[config.mk]
export PLATFORM = sky130hd
export DESIGN_NAME = sdram_slot_seq
export DESIGN_NICKNAME = d
export VERILOG_FILES = /design/src/rtl/sdram_slot_pkg.sv /design/src/rtl/sdram_slot_timer.sv /design/src/rtl/sdram_init_seq.sv /design/src/rtl/sdram_slot_decode.sv /design/src/rtl/sdram_slot_seq.sv
export SDC_FILE = /design/constraint.sdc
export NUM_CORES = 1
export LEC_CHECK = 0
export ABC_AREA = 1
export ABC_CLOCK_PERIOD_IN_PS = 1700
export BUFFER_PORTS_ARGS = -buffer_cell sky130_fd_sc_hd__buf_2
export CORE_MARGIN = 4
export CORE_UTILIZATION = 40
export CTS_CLUSTER_DIAMETER = 150
export DETAILED_ROUTE_END_ITERATION = 10
export GPL_TIMING_DRIVEN = 0
export PLACE_DENSITY = 0.63
export SLEW_MARGIN = 20
export SYNTH_ARGS = -nofsm -noshare
export SYNTH_HDL_FRONTEND = slang
export SYNTH_SLANG_ARGS = --single-unit
export TNS_END_PERCENT = 1
[constraint.sdc]
create_clock -name clk -period 1.7 [get_ports clk]
set_input_delay 0.255 -clock clk [delete_from_list [all_inputs] [get_ports clk]]
set_output_delay 0.255 -clock clk [all_outputs]
set_load 0.02 [all_outputs]
[src/rtl/sdram_slot_pkg.sv]
package sdram_slot_pkg;

  typedef logic [3:0] cmd_t; // {cs_n, ras_n, cas_n, we_n}

  localparam cmd_t CMD_NOP  = 4'b0111;
  localparam cmd_t CMD_ACT  = 4'b0011;
  localparam cmd_t CMD_RD   = 4'b0101;
  localparam cmd_t CMD_WR   = 4'b0100;
  localparam cmd_t CMD_REF  = 4'b0001;
  localparam cmd_t CMD_MRS  = 4'b0000;

  typedef enum logic [1:0] {
    SK_IDLE    = 2'd0,
    SK_READ    = 2'd1,
    SK_WRITE   = 2'd2,
    SK_REFRESH = 2'd3
  } slot_kind_e;

  typedef enum logic [2:0] {
    EK_IDLE,
    EK_READ,
    EK_WRITE,
    EK_REFRESH,
    EK_MODE
  } exec_kind_e;

  typedef enum logic [1:0] {
    PH_REFRESH,
    PH_MODE,
    PH_RUN
  } phase_e;

endpackage

[src/rtl/sdram_slot_timer.sv]
module sdram_slot_timer #(
  parameter int SLOT_LEN = 21,
  parameter int POS_W    = $clog2(SLOT_LEN)
) (
  input  logic             clk,
  input  logic             rst,
  output logic [POS_W-1:0] pos,
  output logic             at_last,
  output logic             at_prelast
);
  localparam logic [POS_W-1:0] LAST    = POS_W'(SLOT_LEN - 1);
  localparam logic [POS_W-1:0] PRELAST = POS_W'(SLOT_LEN - 2);

  assign at_last    = (pos == LAST);
  assign at_prelast = (pos == PRELAST);

  always_ff @(posedge clk) begin
    if (rst)          pos <= '0;
    else if (at_last) pos <= '0;
    else              pos <= pos + 1'b1;
  end

  p_wrap_r2: assert property (@(posedge clk) disable iff (rst)
    (pos == LAST) |=> (pos == '0));
  p_step_r2: assert property (@(posedge clk) disable iff (rst)
    (pos != LAST) |=> (pos == $past(pos) + 1'b1));

endmodule

[src/rtl/sdram_init_seq.sv]
module sdram_init_seq
  import sdram_slot_pkg::*;
#(
  parameter int INIT_REFS = 8
) (
  input  logic   clk,
  input  logic   rst,
  input  logic   wrap,
  output phase_e phase
);
  localparam int RC_W = $clog2(INIT_REFS + 1);
  localparam logic [RC_W-1:0] RC_LAST = RC_W'(INIT_REFS - 1);
  localparam logic [RC_W-1:0] RC_DONE = RC_W'(INIT_REFS);

  logic [RC_W-1:0] ref_cnt;

  always_ff @(posedge clk) begin
    if (rst) begin
      phase   <= PH_REFRESH;
      ref_cnt <= '0;
    end else if (wrap) begin
      case (phase)
        PH_REFRESH: begin
          ref_cnt <= ref_cnt + 1'b1;
          if (ref_cnt == RC_LAST) phase <= PH_MODE;
        end
        PH_MODE: phase <= PH_RUN;
        default: ;
      endcase
    end
  end

  p_mode_after_refs_r3: assert property (@(posedge clk) disable iff (rst)
    (phase == PH_MODE) |-> (ref_cnt == RC_DONE));
  p_run_holds_r3: assert property (@(posedge clk) disable iff (rst)
    (phase == PH_RUN) |=> (phase == PH_RUN));

endmodule

[src/rtl/sdram_slot_decode.sv]
module sdram_slot_decode
  import sdram_slot_pkg::*;
#(
  parameter int GROUPS = 1,
  parameter int ADDR_W = 13,
  parameter int COL_W  = 10,
  parameter int COLB_W = 8,
  parameter int POS_W  = 5
) (
  input  logic [POS_W-1:0]  pos,
  input  exec_kind_e        kind,
  input  logic [ADDR_W-1:0] row,
  input  logic [COLB_W-1:0] colb,
  output cmd_t              cmd,
  output logic [1:0]        ba,
  output logic [ADDR_W-1:0] av,
  output logic              ld,
  output logic              wr_on,
  output logic              rd_on
);
  localparam int DATA_CYC = 16 * GROUPS;
  localparam int BURSTS   = 4 * GROUPS;
  localparam int AP_BIT   = 10;
  localparam logic [POS_W-1:0] DATA_END = POS_W'(DATA_CYC);
  localparam logic [POS_W-1:0] WR_LO    = POS_W'(2);
  localparam logic [POS_W-1:0] WR_HI    = POS_W'(DATA_CYC + 1);
  localparam logic [POS_W-1:0] RD_LO    = POS_W'(4);
  localparam logic [POS_W-1:0] RD_HI    = POS_W'(DATA_CYC + 3);
  localparam logic [ADDR_W-1:0] AP_MASK = ADDR_W'(1) << AP_BIT;

  logic [POS_W-1:0] burst;
  logic [POS_W-1:0] grp;
  logic [COL_W-1:0] colv;

  assign burst = pos >> 2;
  assign grp   = burst >> 2;
  assign colv  = COL_W'(colb) * COL_W'(BURSTS) + COL_W'(grp) * COL_W'(4);

  always_comb begin
    cmd = CMD_NOP;
    ba  = '0;
    av  = '0;
    ld  = 1'b0;
    case (kind)
      EK_READ, EK_WRITE: begin
        if (pos < DATA_END) begin
          if (pos[1:0] == 2'd0) begin
            cmd = CMD_ACT;
            ba  = burst[1:0];
            av  = row;
            ld  = 1'b1;
          end else if (pos[1:0] == 2'd2) begin
            cmd = (kind == EK_READ) ? CMD_RD : CMD_WR;
            ba  = burst[1:0];
            av  = ADDR_W'(colv) | AP_MASK;
            ld  = 1'b1;
          end
        end
      end
      EK_REFRESH: if (pos == '0) cmd = CMD_REF;
      EK_MODE:    if (pos == '0) cmd = CMD_MRS;
      default: ;
    endcase
  end

  assign wr_on = (kind == EK_WRITE) && (pos >= WR_LO) && (pos <= WR_HI);
  assign rd_on = (kind == EK_READ)  && (pos >= RD_LO) && (pos <= RD_HI);

endmodule

[src/rtl/sdram_slot_seq.sv]
module sdram_slot_seq
  import sdram_slot_pkg::*;
#(
  parameter int GROUPS    = 1,
  parameter int ADDR_W    = 13,
  parameter int COL_W     = 10,
  parameter int COLB_W    = 8,
  parameter int INIT_REFS = 8
) (
  input  logic              clk,
  input  logic              rst,
  input  logic [1:0]        slot_kind,
  input  logic [ADDR_W-1:0] row_addr,
  input  logic [COLB_W-1:0] col_base,
  output logic              accept,
  output logic              slot_start,
  output logic              wr_req,
  output logic              rd_vld,
  output logic              sd_cs_n,
  output logic              sd_ras_n,
  output logic              sd_cas_n,
  output logic              sd_we_n,
  output logic [1:0]        sd_ba,
  output logic [ADDR_W-1:0] sd_addr
);
  localparam int SLOT_LEN = 5 + 16 * GROUPS;
  localparam int POS_W    = $clog2(SLOT_LEN);
  localparam logic [ADDR_W-1:0] MODE_VAL = ADDR_W'(7'b010_0_010);

  logic [POS_W-1:0]  pos;
  logic              wrap;
  logic              pre_wrap;
  phase_e            phase;
  slot_kind_e        kind_q;
  logic [ADDR_W-1:0] row_q;
  logic [COLB_W-1:0] colb_q;
  exec_kind_e        ek;
  cmd_t              dec_cmd;
  logic [1:0]        dec_ba;
  logic [ADDR_W-1:0] dec_av;
  logic              dec_ld;
  logic              dec_wr;
  logic              dec_rd;
  cmd_t              pin_cmd;

  sdram_slot_timer #(.SLOT_LEN(SLOT_LEN), .POS_W(POS_W)) u_timer (
    .clk(clk), .rst(rst), .pos(pos), .at_last(wrap), .at_prelast(pre_wrap)
  );

  sdram_init_seq #(.INIT_REFS(INIT_REFS)) u_init (
    .clk(clk), .rst(rst), .wrap(wrap), .phase(phase)
  );

  // request capture: only at the edge that closes the accept cycle
  always_ff @(posedge clk) begin
    if (rst) begin
      kind_q <= SK_IDLE;
      row_q  <= '0;
      colb_q <= '0;
    end else if (wrap && phase != PH_REFRESH) begin
      kind_q <= slot_kind_e'(slot_kind);
      row_q  <= row_addr;
      colb_q <= col_base;
    end
  end

  always_comb begin
    case (phase)
      PH_REFRESH: ek = EK_REFRESH;
      PH_MODE:    ek = EK_MODE;
      default: begin
        case (kind_q)
          SK_READ:    ek = EK_READ;
          SK_WRITE:   ek = EK_WRITE;
          SK_REFRESH: ek = EK_REFRESH;
          default:    ek = EK_IDLE;
        endcase
      end
    endcase
  end

  sdram_slot_decode #(
    .GROUPS(GROUPS), .ADDR_W(ADDR_W), .COL_W(COL_W),
    .COLB_W(COLB_W), .POS_W(POS_W)
  ) u_decode (
    .pos(pos), .kind(ek), .row(row_q), .colb(colb_q),
    .cmd(dec_cmd), .ba(dec_ba), .av(dec_av), .ld(dec_ld),
    .wr_on(dec_wr), .rd_on(dec_rd)
  );

  // pin registers; address/bank are clock-enabled only after mode set
  always_ff @(posedge clk) begin
    if (rst) begin
      {sd_cs_n, sd_ras_n, sd_cas_n, sd_we_n} <= CMD_NOP;
      sd_ba      <= '0;
      sd_addr    <= MODE_VAL;
      wr_req     <= 1'b0;
      rd_vld     <= 1'b0;
      accept     <= 1'b0;
      slot_start <= 1'b0;
    end else begin
      {sd_cs_n, sd_ras_n, sd_cas_n, sd_we_n} <= dec_cmd;
      if (dec_ld && phase == PH_RUN) begin
        sd_ba   <= dec_ba;
        sd_addr <= dec_av;
      end
      wr_req     <= dec_wr;
      rd_vld     <= dec_rd;
      accept     <= pre_wrap && (phase != PH_REFRESH);
      slot_start <= (pos == '0) && (phase == PH_RUN);
    end
  end

  assign pin_cmd = {sd_cs_n, sd_ras_n, sd_cas_n, sd_we_n};

  p_act_cas_r5: assert property (@(posedge clk) disable iff (rst)
    ($past(pin_cmd, 2) == CMD_ACT) |->
      ((pin_cmd == CMD_RD || pin_cmd == CMD_WR) && sd_ba == $past(sd_ba, 2)));
  p_addr_mode_r4: assert property (@(posedge clk) disable iff (rst)
    (phase != PH_RUN) |-> (sd_addr == MODE_VAL));
  p_strobe_excl_r7: assert property (@(posedge clk) disable iff (rst)
    !(wr_req && rd_vld));
  p_accept_start_r2: assert property (@(posedge clk) disable iff (rst)
    accept |=> ##1 slot_start);
  p_accept_pulse_r2: assert property (@(posedge clk) disable iff (rst)
    accept |=> !accept);

endmodule

==> reports/qor.txt <==
Outcome: completed
Core area: 0.00635 mm^2
WHS: 203 ps
Via count: 2325
Mean Syn Cell Area: 7.43 um^2
Post-synth EDFFs: 0
Leak pwr: 1.33 nW
Slowest Stage Delay on Critical Path: 370 ps
Commonest cells in the netlist: nand2_1 (85), dfxtp_1 (56), nand3_1 (42)
Initial DRC Count: 129
CTS root buf: clkbuf_8
Crit Path Max Fanout: 7
Final TNS setup: 0 ps
FF+latch count, synth: 56
Clock skew: 4.91 ps
Initial antenna violation count: 0
Post-CTS Setup Bufs: 0
# IOs: 48
Ant diodes: 0
Fmax: 646 MHz
Core Rows: 29
Total of max-cap violations: 0
Die H: 89.0 um
Vias per cell: 4.81
Pre-antenna DRT Iters: 5
Register area: 0.00112 mm^2
Worst-path clk slew: 100 ps
Drt total wl: 6290 um
Worst-path cell chain: inv_2 > ha_1 > nand2_1 > inv_2 > nand2_1 > o21ai_0 > nor2_1 > nor2_1
Grt total ovfl: 0
Non-Filler Instances: 483
Final net count: 437
Final setup vio count: 0
# DRC: 0
Clock latency on the worst-skew pair: 310 ps
CTS tree: yes
Final worst path period share: 0.910
Horiz. Die Dim: 89.0 um
Hold crit path type: input port to register
Multi-input logic area: 0.00126 mm^2
Post-synthesis net count: 385
Worst Tran Pin Value: 606 ps
Routability cong.: 0.856
Slowest cell on the critical path: dfxtp_2
Share of cells above drive strength 1: 0.241
Most frequent cell after synthesis: nand2_1
Max IR drop VDD: 0.375 mV
RSZ-0062 raised after global routing: no
Yosys cell types: 35
Top cell type by total area after synthesis: dfxtp_1
First-pass GRT wire length: 10600 um
Fillcell total: 662
Area Overhead vs Synth: 16.5%
Synth area leaders: dfxtp_1 (43%), nand2_1 (12%), nand3_1 (8.0%)
Max-slew violations: 0
Tmin final: 1550 ps
Post-synth top area share: 0.427
Clk buf depth: 2
Synth Flop Type: dfxtp_1
CTS Buf Count: 5
Power Dens Cells: 736 mW/mm^2
Cells after DPL: 475
Post-Syn Area: 0.00262 mm^2
Overall Global Routing Usage: 0.172
DR WL/cell: 13.0 um
CTS sink count: 56
Die area: 0.00792 mm^2
Ys Warns: 0
Hold_buf cts: 0
CP arrival: 1800 ps
CP Capture Type: register
Routed Antenna Nets: 0
Type of the worst setup path: register to register
Worst path required time: 1960 ps
Starting Density: 0.413
H-tree levels: 2
Relative slew margins: 0.596
Post-Syn Instances: 353
Final Hold Fails: 0
Ys async rst share: 0
HPWL after DPL: 4720 um
Setup crit start kind: register
IO buf count: 45
Largest net degree at the start of global routing: 17
Number of global-route vias before repair: 2227
Sequential area share after synthesis: 0.427
[path summary, 6_finish.rpt]
| kind | from | end | slack (ps) | cells past startpoint |
|---|---|---|---|---|
| setup / recovery | u_timer.pos[0]$_SDFF_PP0_ | sd_addr[4]$_SDFFE_PP0P_ | 150 | 8 |
| hold / removal | col_base[5] | colb_q[5]$_SDFFE_PP0P_ | 200 | 3 |
| setup reg to reg | u_timer.pos[0]$_SDFF_PP0_ | sd_addr[4]$_SDFFE_PP0P_ | 150 | 8 |
| hold reg to reg | row_q[5]$_SDFFE_PP0P_ | row_q[5]$_SDFFE_PP0P_ | 470 | 2 |
[cells by family (layout without fill, tap and decap cells)]
group,after synthesis,in the layout,synth area share
adder cells (fa/ha/maj),7,7,0.0334
XOR/XNOR,3,3,0.0100
buffers and inverters,51,104,0.0963
AND/OR/NAND/NOR,182,182,0.320
other,1,1,0.00143
AO/OA/AOI/OAI,53,53,0.111
flip-flops,56,56,0.427
[registers in the layout (all words and copies together) (netlist names)]
| signal | flops |
|---|---|
| slot_start | 1 |
| sd_ras_n | 1 |
| accept | 1 |
| kind_q | 2 |
| sd_addr | 13 |
| u_timer.pos | 5 |
| rd_vld | 1 |
| colb_q | 8 |
| sd_we_n | 1 |
| sd_cas_n | 1 |
| row_q | 13 |
| wr_req | 1 |
| u_init.ref_cnt | 4 |
| u_init.phase | 2 |
| sd_ba | 2 |
[report_power, final]
| part | switching, W | leakage, nW | internal, W |
|---|---|---|---|
| sequential | 0.0000122 | 0.453 | 0.00132 |
| combinational | 0.000101 | 0.825 | 0.0000589 |
| clock | 0.000429 | 0.0510 | 0.000327 |
| total | 0.000542 | 1.33 | 0.00171 |
[worst max-delay path, delay by kind of cell (launching register included)]
family                     cells  cell delay, ps
AOI/OAI and AO/OA              1             240
DFF                            1             370
buffers and inverters          2             260
adders and majority gates      1             220
and+or+nand+nor                4             410
[cell type report]
type,count,share of cell area
plain buffers,16,0.0372
clock inverters,2,0.00327
well taps,77,0.0315
clock buffers,6,0.0270
flip-flops and latches,56,0.368
inverters,35,0.0463
repair buffers,45,0.0737
multi-input cells,246,0.413
[through the flow]
step | utilization | total power, W | area (um^2) | setup slack, ps
2_1_floorplan | - | 0.00145 | 2620 | 227
3_3_place_gp | 0.464 | 0.00151 | 2950 | -98.0
3_5_place_dp | 0.464 | 0.00152 | 2950 | -108
4_1_cts | 0.479 | 0.00227 | 3040 | 27.3
5_1_grt | 0.481 | 0.00234 | 3060 | 4.47
6_report | 0.481 | 0.00225 | 3060 | 152
[layout by cell type, fill, tap and decap left out, types with 2 or more instances in the layout]
master,count
ha_1,6
xor2_1,2
nand3_1,42
inv_6,2
inv_2,5
o21ai_0,7
dfxtp_2,3
buf_4,2
nand2_1,85
nand4_1,3
dfxtp_1,53
nor2_2,11
nand2_2,3
clkbuf_8,6
nor2_1,27
inv_1,28
o21ai_1,3
a21oi_2,2
o21ai_2,2
nor3_1,5
buf_2,51
nor3b_1,2
buf_6,3
clkinv_2,2
a21oi_1,35
clkbuf_1,4
[repair_timing]
action                                  in CTS  in global routing
endpoints found under the setup margin      23                 26
resized for setup                            4                  4
hold endpoints to repair                     0                  0
[metal layers]
layer | share of wire | track usage | routed length, um
met2 | 0.45 | 0.265 | 2820
met4 | 0.0081 | 0.0487 | 51
met5 | 0 | 0 | 0
met3 | 0.056 | 0.0415 | 355
met1 | 0.49 | 0.241 | 3070
(Power assumes the default switching activity.)
